<file path="config.mk">
export PLATFORM = sky130hd
export DESIGN_NAME = gpio_irq_port
export DESIGN_NICKNAME = d
export VERILOG_FILES = /design/src/rtl/gpio_irq_pkg.sv /design/src/rtl/gpio_in_sync.sv /design/src/rtl/gpio_cfg_regs.sv /design/src/rtl/gpio_edge_cause.sv /design/src/rtl/gpio_irq_merge.sv /design/src/rtl/gpio_irq_port.sv
export SDC_FILE = /design/constraint.sdc
export NUM_CORES = 1
export LEC_CHECK = 0
export ABC_AREA = 1
export BUFFER_PORTS_ARGS = -buffer_cell sky130_fd_sc_hd__buf_2
export CAP_MARGIN = 20
export CELL_PAD_IN_SITES_DETAIL_PLACEMENT = 1
export CELL_PAD_IN_SITES_GLOBAL_PLACEMENT = 2
export CORE_MARGIN = 2
export CORE_UTILIZATION = 25
export CTS_CLUSTER_SIZE = 12
export DETAILED_ROUTE_END_ITERATION = 16
export GPL_ROUTABILITY_DRIVEN = 0
export GPL_TIMING_DRIVEN = 0
export HOLD_SLACK_MARGIN = 0.1
export PLACE_DENSITY = 0.72
export SLEW_MARGIN = 20
export SYNTH_ARGS = -nofsm -noshare
export SYNTH_HDL_FRONTEND = slang
export SYNTH_SLANG_ARGS = --single-unit
</file>
<file path="constraint.sdc">
create_clock -name clk -period 1.75 [get_ports clk]
set_input_delay 0.35 -clock clk [delete_from_list [all_inputs] [get_ports clk]]
set_output_delay 0.35 -clock clk [all_outputs]
set_load 0.1 [all_outputs]
</file>
<file path="src/rtl/gpio_irq_pkg.sv">
package gpio_irq_pkg;

   // Word index inside the register window (byte offset >> 2)
   typedef enum logic [2:0] {
      RG_OUT   = 3'd0,
      RG_DIR   = 3'd1,
      RG_BLINK = 3'd2,
      RG_POL   = 3'd3,
      RG_DIN   = 3'd4,
      RG_CAUSE = 3'd5,
      RG_EMASK = 3'd6,
      RG_LMASK = 3'd7
   } reg_sel_e;

   localparam int unsigned MAP_WORDS = 8;

   // Write-side request after decode
   typedef struct packed {
      logic     hit;
      reg_sel_e sel;
   } reg_req_t;

endpackage

</file>
<file path="src/rtl/gpio_in_sync.sv">
module gpio_in_sync #(
   parameter int unsigned WIDTH  = 32,
   parameter int unsigned STAGES = 2
) (
   input  logic             clk,
   input  logic             rst_n,
   input  logic [WIDTH-1:0] pins_raw,
   output logic [WIDTH-1:0] pins_sync
);

   generate
      if (STAGES < 1) begin : g_bad_stages
         $error("gpio_in_sync: STAGES must be at least 1");
      end
   endgenerate

   logic [WIDTH-1:0] stage_q [STAGES];

   always_ff @(posedge clk or negedge rst_n) begin
      if (!rst_n) begin
         for (int s = 0; s < int'(STAGES); s++) stage_q[s] <= '0;
      end else begin
         stage_q[0] <= pins_raw;
         for (int s = 1; s < int'(STAGES); s++) stage_q[s] <= stage_q[s-1];
      end
   end

   assign pins_sync = stage_q[STAGES-1];

endmodule

</file>
<file path="src/rtl/gpio_cfg_regs.sv">
module gpio_cfg_regs
   import gpio_irq_pkg::*;
#(
   parameter int unsigned WIDTH = 32
) (
   input  logic             clk,
   input  logic             rst_n,
   input  reg_req_t         req,
   input  logic             wen,
   input  logic [WIDTH-1:0] wdata,
   output logic [WIDTH-1:0] out_q,
   output logic [WIDTH-1:0] dir_q,
   output logic [WIDTH-1:0] blink_q,
   output logic [WIDTH-1:0] pol_q,
   output logic [WIDTH-1:0] emask_q,
   output logic [WIDTH-1:0] lmask_q
);

   logic do_wr;
   assign do_wr = wen & req.hit;

   always_ff @(posedge clk or negedge rst_n) begin
      if (!rst_n) begin
         out_q   <= '0;
         dir_q   <= '0;
         blink_q <= '0;
         pol_q   <= '0;
         emask_q <= '0;
         lmask_q <= '0;
      end else if (do_wr) begin
         unique case (req.sel)
            RG_OUT:   out_q   <= wdata;
            RG_DIR:   dir_q   <= wdata;
            RG_BLINK: blink_q <= wdata;
            RG_POL:   pol_q   <= wdata;
            RG_EMASK: emask_q <= wdata;
            RG_LMASK: lmask_q <= wdata;
            default:  ;
         endcase
      end
   end

endmodule

</file>
<file path="src/rtl/gpio_edge_cause.sv">
module gpio_edge_cause #(
   parameter int unsigned WIDTH = 32
) (
   input  logic             clk,
   input  logic             rst_n,
   input  logic [WIDTH-1:0] din,
   input  logic             ack_en,
   input  logic [WIDTH-1:0] ack_keep,
   output logic [WIDTH-1:0] prev_q,
   output logic [WIDTH-1:0] cause_q
);

   logic [WIDTH-1:0] rise;
   logic [WIDTH-1:0] keep;

   assign rise = din & ~prev_q;
   assign keep = ack_en ? ack_keep : '1;

   always_ff @(posedge clk or negedge rst_n) begin
      if (!rst_n) begin
         prev_q  <= '0;
         cause_q <= '0;
      end else begin
         prev_q  <= din;
         cause_q <= (cause_q & keep) | rise;
      end
   end

endmodule

</file>
<file path="src/rtl/gpio_irq_merge.sv">
module gpio_irq_merge #(
   parameter int unsigned WIDTH   = 32,
   parameter int unsigned GROUP_W = 8,
   localparam int unsigned NGRP   = WIDTH / GROUP_W
) (
   input  logic [WIDTH-1:0] din,
   input  logic [WIDTH-1:0] lmask,
   input  logic [WIDTH-1:0] cause,
   input  logic [WIDTH-1:0] emask,
   output logic [NGRP-1:0]  grp_irq
);

   logic [WIDTH-1:0] line_irq;
   assign line_irq = (din & lmask) | (cause & emask);

   generate
      for (genvar g = 0; g < int'(NGRP); g++) begin : g_grp
         assign grp_irq[g] = |line_irq[g*GROUP_W +: GROUP_W];
      end
   endgenerate

endmodule

</file>
<file path="src/rtl/gpio_irq_port.sv">
module gpio_irq_port
   import gpio_irq_pkg::*;
#(
   parameter int unsigned NUM_LINES   = 32,
   parameter int unsigned GROUP_W     = 8,
   parameter int unsigned SYNC_STAGES = 2,
   parameter int unsigned ADDR_W      = 6,
   localparam int unsigned NGRP       = NUM_LINES / GROUP_W,
   localparam int unsigned IDX_W      = ADDR_W - 2
) (
   input  logic                 clk,
   input  logic                 rst_n,
   input  logic [ADDR_W-1:0]    reg_addr,
   input  logic                 reg_wen,
   input  logic [NUM_LINES-1:0] reg_wdata,
   output logic [NUM_LINES-1:0] reg_rdata,
   input  logic [NUM_LINES-1:0] pin_in,
   output logic [NUM_LINES-1:0] pin_out,
   output logic [NUM_LINES-1:0] pin_oe,
   output logic [NGRP-1:0]      irq_grp
);

   generate
      if (ADDR_W < 5) begin : g_bad_addr
         $error("gpio_irq_port: ADDR_W must cover eight words");
      end
      if (GROUP_W == 0 || (NUM_LINES % GROUP_W) != 0) begin : g_bad_group
         $error("gpio_irq_port: NUM_LINES must be a multiple of GROUP_W");
      end
      if (NUM_LINES > 32 || NUM_LINES == 0) begin : g_bad_lines
         $error("gpio_irq_port: NUM_LINES must be 1..32");
      end
   endgenerate

   // ---------------- decode ----------------
   logic [IDX_W-1:0] word_idx;
   logic             in_map;
   reg_req_t         req;
   logic [1:0]       unused_addr_lo;

   assign word_idx       = reg_addr[ADDR_W-1:2];
   assign unused_addr_lo = reg_addr[1:0];

   generate
      if (IDX_W > 3) begin : g_wide_map
         assign in_map = ~|word_idx[IDX_W-1:3];
      end else begin : g_exact_map
         assign in_map = 1'b1;
      end
   endgenerate

   assign req.hit = in_map;
   assign req.sel = reg_sel_e'(word_idx[2:0]);

   // ---------------- state ----------------
   logic [NUM_LINES-1:0] out_w, dir_w, blink_w, pol_w, emask_w, lmask_w;
   logic [NUM_LINES-1:0] sync_w, din_w, prev_w, cause_w;
   logic                 ack_en;

   gpio_cfg_regs #(.WIDTH(NUM_LINES)) u_cfg (
      .clk     (clk),
      .rst_n   (rst_n),
      .req     (req),
      .wen     (reg_wen),
      .wdata   (reg_wdata),
      .out_q   (out_w),
      .dir_q   (dir_w),
      .blink_q (blink_w),
      .pol_q   (pol_w),
      .emask_q (emask_w),
      .lmask_q (lmask_w)
   );

   gpio_in_sync #(.WIDTH(NUM_LINES), .STAGES(SYNC_STAGES)) u_sync (
      .clk       (clk),
      .rst_n     (rst_n),
      .pins_raw  (pin_in),
      .pins_sync (sync_w)
   );

   assign din_w  = sync_w ^ pol_w;
   assign ack_en = reg_wen & in_map & (req.sel == RG_CAUSE);

   gpio_edge_cause #(.WIDTH(NUM_LINES)) u_edge (
      .clk      (clk),
      .rst_n    (rst_n),
      .din      (din_w),
      .ack_en   (ack_en),
      .ack_keep (reg_wdata),
      .prev_q   (prev_w),
      .cause_q  (cause_w)
   );

   gpio_irq_merge #(.WIDTH(NUM_LINES), .GROUP_W(GROUP_W)) u_merge (
      .din     (din_w),
      .lmask   (lmask_w),
      .cause   (cause_w),
      .emask   (emask_w),
      .grp_irq (irq_grp)
   );

   // ---------------- outputs ----------------
   assign pin_out = out_w;
   assign pin_oe  = ~dir_w;

   always_comb begin
      reg_rdata = '0;
      if (in_map) begin
         unique case (req.sel)
            RG_OUT:   reg_rdata = out_w;
            RG_DIR:   reg_rdata = dir_w;
            RG_BLINK: reg_rdata = blink_w;
            RG_POL:   reg_rdata = pol_w;
            RG_DIN:   reg_rdata = din_w;
            RG_CAUSE: reg_rdata = cause_w;
            RG_EMASK: reg_rdata = emask_w;
            RG_LMASK: reg_rdata = lmask_w;
            default:  reg_rdata = '0;
         endcase
      end
   end

endmodule

</file>
==> results.toml <==
[outcome]
outcome = "finished, violations left"
violations = "setup timing"

[floorplanning]
die_h_um = 244
fp.dieW_um = 244
core_region_area_mm2 = 0.0575
start_util = 0.252
rows = 88
dieArea_mm2 = 0.0598
ioPinCount = 173

[grt]
grt_pass1_wl_um = 96400
grt_max_degree = 82
grt.met1_usage = 0.286
gr-total-overflow = 0
track_usage = 0.217
antenna_found_initial = 0
grt_util_met3 = 0.0368
grt.met2_usage = 0.356
grt_pass1_vias = 14900
busiest_layer = "met2"

[place]
placed_area_mm2 = 0.0170
port_buffers = 170
dp.cells = 2679
post-dp-hpwl_um = 44900
dp_slack_ns = -0.998

[timing]
rsz0062_at_grt = "true"
drv_slew = 0
period_needed_ns = 2.20
setup_viol = 44
hold_viol_final = 0
hold_ws_ns = 0.133
tightestPinTransition_ns = 0.930
max_freq_mhz = 455
fin_skew_ns = 0.0255
setup_slack_ns = -0.447
slew_headroom = 0.380
finalCritPeriodShare = 1.26

[hold_path]
min-delay-start = "reg_wdata[18]"
min_path_cells = 3
hold_end = "u_edge.cause_q[18]"
min_path_type = "input port to flop"

[setup_path]
r2r-end = "u_edge.cause_q[23]"
path_cells = "buf_8, buf_12, buf_4, nand3_1, inv_1, nand2_1, nand2_2, nor2_4, a21oi_4, buf_12"
path_delay_family = "buffers and inverters"
slowest_stage = "inv_1"
cp_max_fo = 7
critical_path_class = "input port to output port"
r2r_cells = 4
cp-start-kind = "input port"
r2r-start = "u_cfg.pol_q[23]"
critPathBufInv = 5
arrival_ns = 1.85
critPathCaptureType = "output port"
reg2reg_setup_slack_ns = 0.75
cp_common_cell = "buf_12"
cp.required_ns = 1.40
cp_slowest_stage_delay_ns = 0.38

[detailed_routing]
drt_iter0_markers = 888
wl_um = 65300
postRouteAntennaNets = 0
drtPass1Iterations = 5
wire_per_inst_um = 22.7
drc = 0
vias = 14200
routed_via_density = 4.95

[power]
powerDensity_mw_per_mm2 = 1210
ir_worst_vdd_v = 0.000784
power_frac_comb = 0.316
netSwitchingFraction = 0.392
seq_power_share = 0.374
internal-power_w = 0.0156
p_switching_w = 0.0101
p_leak_nw = 9.95
pwr-share-clk = 0.310

[final_layout]
nNetsFinal = 2152
drive_gt1_frac = 0.332
final_cells = 2874
antenna_cells = 0
num-fill-cells = 6635
syn2layout_area_growth_pct = 47.6
final_cell_area_mm2 = 0.0213

[synthesis]
synth_edf_count = 0
synth_top_area_frac = 0.554
ys.flop_type = "dfrtp_1"
ys_warn_count = 0
synth_most_common_cell = "nand2_1"
postSynthAreaPerCell_um2 = 8.31
synthCells = 1740
synthDistinctLibCells = 20
seq_area_frac_synth = 0.554
syn_area_mm2 = 0.0145
yosysTopAreaCell = "dfrtp_1"
synthTopCellsByArea = "dfrtp_1 55%, nand2_1 12%, nand4_1 8.4%, o21ai_0 8.3%, inv_1 4.3%"
synth_nets = 1813
synth_common_cells = "450 x nand2_1, 320 x dfrtp_1, 241 x o21ai_0, 195 x nand4_1, 165 x inv_1"
ys_seq_elements = 320
synthArstFlopShare = 1.00

[clocking]
cts_tree = "done"
clock_latency_ns = 0.58
clock-root-buffer = "clkbuf_16"
clkTransAtPathRegs_ns = 0.05
cts_sinks = 320
htree_levels = 2
numCtsBuffers = 40
clockBufferDepth = 3

[job]
cap_violations = 0
[area by class of cell]
cell class,instances,area (um2),share of cell area
Timing Repair Buffer,298,2910,0.136
Inverter,166,623,0.0292
Clock inverter,9,83.8,0.00393
Buffer,113,1040,0.0487
Sequential cell,320,8050,0.377
Multi-Input combinational cell,1140,6550,0.307
Clock buffer,63,1130,0.0529
Tap cell,765,957,0.0448
[per-stage QoR]
stage	TNS, ns	util	total power, W
6_report	-12.47	0.371	0.0257
3_5_place_dp	-94.14	0.296	0.0164
2_1_floorplan	-6.95	-	0.0145
4_1_cts	-12.71	0.360	0.0255
5_1_grt	-14.37	0.371	0.0269
3_3_place_gp	-2099.35	0.294	0.0162
[layer usage]
layer	part of all wire	vias to the layer above	routed length, um
met2	0.47	349	31000
li1	-	6489	-
met1	0.45	7262	29200
met4	0.035	0	2250
met5	0	-	0
met3	0.044	120	2850
[worst max-delay path by stage]
stage | start | to | depth (start not counted)
CTS | u_cfg.pol_q[23] | irq_grp[2] | 9
detailed placement | reg_addr[5] | reg_rdata[15] | 6
global route | u_sync.pins_sync[15] | irq_grp[1] | 9
floorplan | reg_addr[2] | reg_rdata[11] | 7
global placement | rst_n | u_cfg.out_q[17] | 1
finish | reg_addr[2] | reg_rdata[15] | 10
[cell usage in the layout, fill, tap and decap left out, types with 4 or more instances in the layout]
cell type	count
nand3_2	30
buf_4	101
buf_8	8
nand2_4	13
clkbuf_1	44
nand2_2	101
nor2_1	48
clkbuf_8	12
inv_2	27
clkbuf_2	5
clkbuf_4	18
o21ai_1	31
dfrtp_1	283
a21oi_4	32
nor2_4	21
buf_12	47
clkbuf_16	42
buf_6	48
nand3_1	22
buf_2	80
nand4_1	195
o21ai_2	11
dlygate4sd3_1	64
nand2_1	337
inv_1	139
a21oi_1	32
o21ai_0	214
nand3_4	7
clkinv_2	4
dfrtp_2	37
buf_16	5
nor2_2	41
[cells by family after synthesis]
logic type / after synthesis / synth area share
and+or+nand+nor: 820 / 0.257
AOI/OAI and AO/OA: 320 / 0.111
DFF: 320 / 0.554
buffers and inverters: 280 / 0.0788
[worst min-delay path: cells and delay by family]
kind            cells  cell delay (ns)
buf+inv             1             0.11
compound gates      2             0.18
[repair_timing]
| action | CTS | global route |
|---|---|---|
| pin swaps | 70 | 87 |
| hold buffers | 64 | 0 |
| gates cloned | 2 | 1 |
| endpoints found under the hold margin | 231 | 0 |
| gates resized for setup | 467 | 179 |
| setup buffers | 41 | 20 |
| endpoints found under the setup margin | 88 | 77 |
[power groups by stage]
| stage | Sequential [W] | Clock [W] | Combinational (W) |
|---|---|---|---|
| 2_1_floorplan | 0.0105 | 0 | 0.00400 |
| 3_3_place_gp | 0.00965 | 0 | 0.00651 |
| 3_5_place_dp | 0.00969 | 0 | 0.00666 |
| 4_1_cts | 0.00958 | 0.00816 | 0.00778 |
| 5_1_grt | 0.00978 | 0.00847 | 0.00865 |
| 6_report | 0.00963 | 0.00797 | 0.00814 |
(Power assumes the default switching activity.)
